## src/rtl/mivc_pkg.sv

```systemverilog
// Package: shared constants and decode helper for the masked interrupt
// vector controller. Assumes byte offsets on a 32-bit register bus.
package mivc_pkg;

    localparam int REG_DATA_W = 32;

    // Register byte offsets; decode depends on these values.
    localparam int OFF_MASK   = 'h00;
    localparam int OFF_RAW    = 'h04;
    localparam int OFF_EN     = 'h08;
    localparam int OFF_NMI    = 'h0C;
    localparam int OFF_FAULT  = 'h10;
    localparam int WINDOW_END = 'h14;

    typedef enum logic [2:0] {
        SEL_MASK  = 3'd0,
        SEL_RAW   = 3'd1,
        SEL_EN    = 3'd2,
        SEL_NMI   = 3'd3,
        SEL_FAULT = 3'd4,
        SEL_NONE  = 3'd7
    } reg_sel_e;

    // Map a byte offset to a register selector; unaligned or out of window
    // offsets give SEL_NONE.
    function automatic reg_sel_e decode_offset(input int unsigned off);
        if (off[1:0] != 2'b00 || off >= WINDOW_END) return SEL_NONE;
        case (off)
            OFF_MASK:  return SEL_MASK;
            OFF_RAW:   return SEL_RAW;
            OFF_EN:    return SEL_EN;
            OFF_NMI:   return SEL_NMI;
            default:   return SEL_FAULT;
        endcase
    endfunction

endpackage

```

## src/rtl/mivc_encoder.sv

```systemverilog
// Module: mivc_encoder
// Purpose: purely combinational vector coder. Finds the lowest set bit of
// the enabled pending vector and flags whether more than one bit is set.
// Assumes NUM_IRQ + VEC_BASE fits in VEC_W bits.
module mivc_encoder #(
    parameter int NUM_IRQ   = 30,
    parameter int VEC_W     = 8,
    parameter int VEC_MULTI = 'h30,
    parameter int VEC_BASE  = 'h31
) (
    input  logic [NUM_IRQ-1:0] en_pend,
    output logic               any_act,
    output logic [VEC_W-1:0]   vec_code
);
    localparam int IDX_W = (NUM_IRQ > 1) ? $clog2(NUM_IRQ) : 1;

    logic [NUM_IRQ-1:0] lower_seen;
    logic [IDX_W-1:0]   low_idx_part [NUM_IRQ];
    logic [IDX_W-1:0]   low_idx;
    logic               multi;

    // Prefix chain: bit k is taken as lowest only if no lower bit is set.
    genvar k;
    generate
        for (k = 0; k < NUM_IRQ; k++) begin : g_scan
            if (k == 0) begin : g_first
                assign lower_seen[k]   = en_pend[k];
                assign low_idx_part[k] = '0;
            end else begin : g_rest
                assign lower_seen[k]   = lower_seen[k-1] | en_pend[k];
                assign low_idx_part[k] = lower_seen[k-1] ? low_idx_part[k-1]
                                       : (en_pend[k] ? IDX_W'(k) : low_idx_part[k-1]);
            end
        end
    endgenerate

    assign low_idx = low_idx_part[NUM_IRQ-1];
    assign any_act = lower_seen[NUM_IRQ-1];
    // More than one set bit when clearing the lowest leaves something.
    assign multi   = |(en_pend & (en_pend - NUM_IRQ'(1)));

    // Select the code sent to the core.
    always_comb begin
        if (!any_act)   vec_code = '0;
        else if (multi) vec_code = VEC_W'(VEC_MULTI);
        else            vec_code = VEC_W'(VEC_BASE) + VEC_W'(low_idx);
    end

    // A single active line never produces the shared code.
    always_comb begin
        if ($onehot(en_pend))
            assert_single_code_R3: assert (vec_code != VEC_W'(VEC_MULTI) && vec_code != '0);
    end

endmodule

```

## src/rtl/mivc_regfile.sv

```systemverilog
// Module: mivc_regfile
// Purpose: holds the enable mask and serves register reads with one cycle
// of latency. Assumes one access per cycle while bus_sel is high; unmapped
// accesses read zero and pulse bus_err.
module mivc_regfile
    import mivc_pkg::*;
#(
    parameter int NUM_IRQ = 30,
    parameter int NUM_NMI = 2,
    parameter int ADDR_W  = 8
) (
    input  logic                  clk,
    input  logic                  rst_n,
    input  logic                  bus_sel,
    input  logic                  bus_wr,
    input  logic [ADDR_W-1:0]     bus_addr,
    input  logic [REG_DATA_W-1:0] bus_wdata,
    input  logic [NUM_IRQ-1:0]    raw_pend,
    input  logic [NUM_IRQ-1:0]    en_pend,
    input  logic [NUM_NMI-1:0]    nmi_lvl,
    output logic [NUM_IRQ-1:0]    mask_q,
    output logic [REG_DATA_W-1:0] bus_rdata,
    output logic                  bus_err
);
    reg_sel_e              sel;
    logic [REG_DATA_W-1:0] rd_mux;

    assign sel = decode_offset(int'(unsigned'(bus_addr)));

    // Read multiplexer over the decoded register.
    always_comb begin
        case (sel)
            SEL_MASK: rd_mux = REG_DATA_W'(mask_q);
            SEL_RAW:  rd_mux = REG_DATA_W'(raw_pend);
            SEL_EN:   rd_mux = REG_DATA_W'(en_pend);
            SEL_NMI:  rd_mux = REG_DATA_W'(nmi_lvl);
            default:  rd_mux = '0;
        endcase
    end

    // Mask register: only writable location.
    always_ff @(posedge clk) begin
        if (!rst_n)                                  mask_q <= '0;
        else if (bus_sel && bus_wr && sel == SEL_MASK) mask_q <= bus_wdata[NUM_IRQ-1:0];
    end

    // Read data capture and error pulse.
    always_ff @(posedge clk) begin
        if (!rst_n) begin
            bus_rdata <= '0;
            bus_err   <= 1'b0;
        end else begin
            bus_err <= bus_sel && (sel == SEL_NONE);
            if (bus_sel) bus_rdata <= bus_wr ? '0 : rd_mux;
        end
    end

    assert_mask_write_R1: assert property (@(posedge clk) disable iff (!rst_n)
        ($past(rst_n) && $past(bus_sel && bus_wr) && $past(bus_addr) == ADDR_W'(OFF_MASK))
        |-> mask_q == $past(bus_wdata[NUM_IRQ-1:0]));

    assert_mask_hold_R7: assert property (@(posedge clk) disable iff (!rst_n)
        ($past(rst_n) && !($past(bus_sel && bus_wr) && $past(bus_addr) == ADDR_W'(OFF_MASK)))
        |-> $stable(mask_q));

    assert_err_zero_R8: assert property (@(posedge clk) disable iff (!rst_n)
        bus_err |-> bus_rdata == '0);

endmodule

```

## src/rtl/mivc_out_stage.sv

```systemverilog
// Module: mivc_out_stage
// Purpose: registers the request and vector outputs toward the core so
// they change only on a clock edge. Assumes inputs settle within a cycle.
module mivc_out_stage #(
    parameter int NUM_NMI   = 2,
    parameter int VEC_W     = 8,
    parameter int VEC_MULTI = 'h30
) (
    input  logic               clk,
    input  logic               rst_n,
    input  logic               any_act,
    input  logic [VEC_W-1:0]   vec_code,
    input  logic [NUM_NMI-1:0] nmi_lvl,
    output logic               irq_req,
    output logic [VEC_W-1:0]   irq_vec,
    output logic               nmi_req
);
    // Output registers; NMI request is the OR of all NMI lines.
    always_ff @(posedge clk) begin
        if (!rst_n) begin
            irq_req <= 1'b0;
            irq_vec <= '0;
            nmi_req <= 1'b0;
        end else begin
            irq_req <= any_act;
            irq_vec <= vec_code;
            nmi_req <= |nmi_lvl;
        end
    end

    assert_code_range_R4: assert property (@(posedge clk) disable iff (!rst_n)
        irq_req |-> irq_vec >= VEC_W'(VEC_MULTI));

    assert_idle_zero_R5: assert property (@(posedge clk) disable iff (!rst_n)
        !irq_req |-> irq_vec == '0);

endmodule

```

## src/rtl/mivc_top.sv

```systemverilog
// Module: mivc_top
// Purpose: masked interrupt vector controller. Gates level-sensitive lines
// through a software mask, codes one vector for the core (a shared code
// when several lines are active) and aggregates non-maskable lines.
// Assumes inputs are already synchronous to clk.
module mivc_top
    import mivc_pkg::*;
#(
    parameter int NUM_IRQ   = 30,
    parameter int NUM_NMI   = 2,
    parameter int ADDR_W    = 8,
    parameter int VEC_W     = 8,
    parameter int VEC_MULTI = 'h30,
    parameter int VEC_BASE  = 'h31
) (
    input  logic                  clk,
    input  logic                  rst_n,
    input  logic [NUM_IRQ-1:0]    irq_in,
    input  logic [NUM_NMI-1:0]    nmi_in,
    input  logic                  bus_sel,
    input  logic                  bus_wr,
    input  logic [ADDR_W-1:0]     bus_addr,
    input  logic [REG_DATA_W-1:0] bus_wdata,
    output logic [REG_DATA_W-1:0] bus_rdata,
    output logic                  bus_err,
    output logic                  irq_req,
    output logic [VEC_W-1:0]      irq_vec,
    output logic                  nmi_req
);
    logic [NUM_IRQ-1:0] mask_q;
    logic [NUM_IRQ-1:0] en_pend;
    logic               any_act;
    logic [VEC_W-1:0]   vec_code;

    // Gate the live line levels through the mask.
    assign en_pend = irq_in & mask_q;

    mivc_regfile #(
        .NUM_IRQ (NUM_IRQ),
        .NUM_NMI (NUM_NMI),
        .ADDR_W  (ADDR_W)
    ) u_regs (
        .clk       (clk),
        .rst_n     (rst_n),
        .bus_sel   (bus_sel),
        .bus_wr    (bus_wr),
        .bus_addr  (bus_addr),
        .bus_wdata (bus_wdata),
        .raw_pend  (irq_in),
        .en_pend   (en_pend),
        .nmi_lvl   (nmi_in),
        .mask_q    (mask_q),
        .bus_rdata (bus_rdata),
        .bus_err   (bus_err)
    );

    mivc_encoder #(
        .NUM_IRQ   (NUM_IRQ),
        .VEC_W     (VEC_W),
        .VEC_MULTI (VEC_MULTI),
        .VEC_BASE  (VEC_BASE)
    ) u_enc (
        .en_pend  (en_pend),
        .any_act  (any_act),
        .vec_code (vec_code)
    );

    mivc_out_stage #(
        .NUM_NMI   (NUM_NMI),
        .VEC_W     (VEC_W),
        .VEC_MULTI (VEC_MULTI)
    ) u_out (
        .clk      (clk),
        .rst_n    (rst_n),
        .any_act  (any_act),
        .vec_code (vec_code),
        .nmi_lvl  (nmi_in),
        .irq_req  (irq_req),
        .irq_vec  (irq_vec),
        .nmi_req  (nmi_req)
    );

    assert_irq_follow_R9: assert property (@(posedge clk) disable iff (!rst_n)
        $past(rst_n) |-> irq_req == $past(|(irq_in & mask_q)));

    assert_nmi_follow_R6: assert property (@(posedge clk) disable iff (!rst_n)
        $past(rst_n) |-> nmi_req == $past(|nmi_in));

endmodule

```

## config.mk

```make
export PLATFORM = sky130hd
export DESIGN_NAME = mivc_top
export DESIGN_NICKNAME = d
export VERILOG_FILES = /design/src/rtl/mivc_pkg.sv /design/src/rtl/mivc_encoder.sv /design/src/rtl/mivc_regfile.sv /design/src/rtl/mivc_out_stage.sv /design/src/rtl/mivc_top.sv
export SDC_FILE = /design/constraint.sdc
export NUM_CORES = 1
export LEC_CHECK = 0
export BUFFER_PORTS_ARGS = -buffer_cell sky130_fd_sc_hd__buf_2
export CORE_UTILIZATION = 52
export DETAILED_ROUTE_END_ITERATION = 16
export GPL_TIMING_DRIVEN = 0
export PLACE_DENSITY_LB_ADDON = 0.05
export SYNTH_ARGS = -nofsm -noshare
export SYNTH_HDL_FRONTEND = slang
export SYNTH_SLANG_ARGS = --single-unit
```

## constraint.sdc

```tcl
create_clock -name clk -period 3.72 [get_ports clk]
set_input_delay 1.116 -clock clk [delete_from_list [all_inputs] [get_ports clk]]
set_output_delay 1.116 -clock clk [all_outputs]
set_load 0.05 [all_outputs]
```

==> flow_summary.yaml <==
route:
  antenna_left: 0
  wl_um: 11900
  vias: 4278
  drtPass1Iterations: 5
  routedWlPerCell_um: 16.0
  drc: 0
  drtIter0Drc: 252
  viasPerCell: 5.75
setup_path:
  reg2reg_slack_ns: 0.78
  worstSetupPathType: "input pin to flip-flop"
  cp.required_ns: 3.94
  end_kind: "flip-flop"
  rr_worst_depth: 12
  endpoint: "u_out.irq_vec[4]$_SDFF_PN0_"
  arrival_ns: 3.66
  r2r-start: "u_regs.mask_q[12]$_SDFFE_PN0P_"
  r2r-end: "u_out.irq_vec[4]$_SDFF_PN0_"
  worstSetupStartpoint: "irq_in[12]"
  startpoint_type: "input pin"
  crit_path_max_fanout: 5
global_routing:
  grt_pass1_vias: 3841
  grt_pass1_wl_um: 18600
  antenna_found_initial: 0
  grt_remaining_overflow: 0
  grt_start_max_net_pins: 14
  track_usage_pct: 31.3
sta:
  drv_slew: 0
  post-route-min-period_ns: 3.44
  worst_pin_slew_ns: 0.764
  period_share_pct: 92.4
  finalHoldViolations: 0
  slew_headroom_pct: 48.9
  hold_ws_ns: 0.514
  fin_worst_skew_ns: 0.0100
  rsz0062_at_grt: "no"
  setup_viol_count_final: 0
  max_freq_mhz: 291
synth:
  yosysUniqueCellTypes: 48
  synth-edff-count: 0
  syn-cell-area_um2: 3930
  synth_top_cell_area_share_pct: 35.7
  synth_warnings: 0
  ys_ff_latch: 70
  synth_top_area_cell: "dfxtp_1"
  syn_avg_cell_area_um2: 7.69
  async_flop_share_pct: 0
  yosysSeqAreaShare_pct: 35.7
  yosysMostFrequentCell: "nand2_1"
  syn_inst: 511
  yosys-top-cells-count: "nand2_1 (103), dfxtp_1 (70), a32oi_1 (34), inv_1 (34)"
  synthFlopType: "dfxtp_1"
  synthTopCellsByArea: "dfxtp_1 (36%), nand2_1 (9.8%), a32oi_1 (7.6%)"
cts:
  clkTransAtPathRegs_ns: 0.08
  cts_made_buffers: 9
  clock-sinks: 70
  cts_max_level: 3
  clockBufferDepth: 2
  clk_latency_ns: 0.35
  root_buffer: "clkbuf_8"
  cts_tree: "yes"
flow_run:
  drv_cap: 0
final_layout:
  syn2layout_area_growth_pct: 24.8
  insertedDiodeCount: 0
  post-route-util_pct: 67.2
  layout-drive-gt1-share_pct: 23.3
  layout.nets: 717
status:
  status: "finished clean"
floorplan:
  rows: 31
  die_h_um: 88.9
  core_um2: 7290
  die-area_um2: 7900
  fp.dieW_um: 88.9
  start_util_pct: 53.9
  ioPinCount: 119
power:
  leakage_nw: 1.92
  irDropWorstVdd_mv: 0.185
  powerDensity_nw_per_um2: 324
place:
  globalplace.congestion: 0.922
  post-dp-hpwl_um: 8960
  port_buffers: 111
min_path:
  hp-class: "flip-flop to flip-flop"
layer usage:
metal / wire (um) / up-vias / GRT usage, %
li1: - / 2092 / -
met1: 5370 / 1978 / 42.3
met2: 5490 / 185 / 50.6
met3: 784 / 23 / 4.89
met4: 229 / 0 / 11.9
met5: 0 / - / 0
sequential cells by signal, indices dropped and copies added (netlist names):
name              cells
u_regs.bus_rdata     30
u_regs.mask_q        30
u_out.irq_vec         7
u_out.irq_req         1
u_out.nmi_req         1
u_regs.bus_err        1
stage by stage:
stage	instances	cell area (um^2)	setup WS (ns)	total power, mW	setup TNS (ns)
final	744	4900	0.283	1.59	0
after global routing	744	4900	0.0497	1.63	0
after CTS	744	4870	0.105	1.59	0
after detailed placement	723	4610	-0.536	0.913	-2.30
after global placement	723	4610	-0.636	0.911	-2.89
after floorplan	513	3940	0.195	0.838	0
worst min path at each step:
| stage | from | endpoint | slack (ns) | cells past startpoint |
|---|---|---|---|---|
| 2_1_floorplan | u_regs.mask_q[29]$_SDFFE_PN0P_ | u_regs.mask_q[29]$_SDFFE_PN0P_ | 0.46 | 2 |
| 3_5_place_dp | u_regs.mask_q[29]$_SDFFE_PN0P_ | u_regs.mask_q[29]$_SDFFE_PN0P_ | 0.49 | 2 |
| 6_report | u_regs.mask_q[29]$_SDFFE_PN0P_ | u_regs.mask_q[29]$_SDFFE_PN0P_ | 0.51 | 2 |
| 4_1_cts | u_regs.mask_q[1]$_SDFFE_PN0P_ | u_regs.mask_q[1]$_SDFFE_PN0P_ | 0.51 | 2 |
| 5_1_grt | u_regs.mask_q[19]$_SDFFE_PN0P_ | u_regs.mask_q[19]$_SDFFE_PN0P_ | 0.53 | 2 |
| 3_3_place_gp | u_regs.mask_q[29]$_SDFFE_PN0P_ | u_regs.mask_q[29]$_SDFFE_PN0P_ | 0.47 | 2 |
critical path: stages:
cell and delay (ns):
buf_2 0.13, a222oi_1 0.35, buf_4 0.19, nand4_2 0.16
o41ai_2 0.39, nand4_1 0.13, a32o_1 0.26, a31oi_2 0.22
nor2_1 0.11, ha_1 0.24, nand3_1 0.13, xnor2_1 0.14
a21oi_1 0.08
area by class of cell:
cell class,instances,area [um^2]
Buffer,32,133
Multi-Input combinational cell,377,2300
Timing Repair Buffer,116,593
Clock inverter,7,98.8
Inverter,34,128
Clock buffer,9,124
Sequential cell,70,1400
Tap cell,99,124
Fill cell,677,2390
where the power goes:
| group | internal [mW] | switching, mW | total [mW] |
|---|---|---|---|
| combinational | 0.0565 | 0.0914 | 0.148 |
| sequential | 0.750 | 0.000692 | 0.751 |
| clock | 0.379 | 0.309 | 0.689 |
timing repair:
item                                    in CTS  in global routing
buffers inserted                             5                  0
pin swaps                                    3                  0
cloned                                       0                  0
resized for setup                            0                  5
hold buffers                                 0                  0
endpoints found under the setup margin       3                  7
cells by family after synthesis:
group / Yosys count / share of synthesized area [%]
AO/OA/AOI/OAI: 156 / 29.5
flip-flops: 70 / 35.7
other: 1 / 0.0955
buffers and inverters: 66 / 6.63
AND/OR/NAND/NOR: 211 / 26.4
XOR/XNOR: 3 / 0.669
adder cells (fa/ha/maj): 4 / 1.08
layout by cell type (no fill, tap or decap), types with 2 or more instances in the layout:
master	instances
dfxtp_1	70
o32ai_1	2
maj3_1	3
and2_1	31
or3_1	2
nor2_1	13
a222oi_1	2
clkbuf_1	28
a32oi_1	34
inv_1	34
o21a_1	2
nand3_1	13
buf_2	112
clkbuf_8	9
nand2b_1	30
a22oi_1	9
a21oi_2	3
a311oi_1	2
buf_4	8
o22ai_1	31
a22oi_2	3
o211ai_1	3
conb_1	3
and3_1	3
a31oi_1	3
clkinv_4	3
a21oi_1	9
a21boi_0	30
a22o_1	3
bufinv_16	2
o21ai_0	10
nand4_1	8
nand2_1	103
xnor2_1	3
Power figures use the tool's default switching activity.
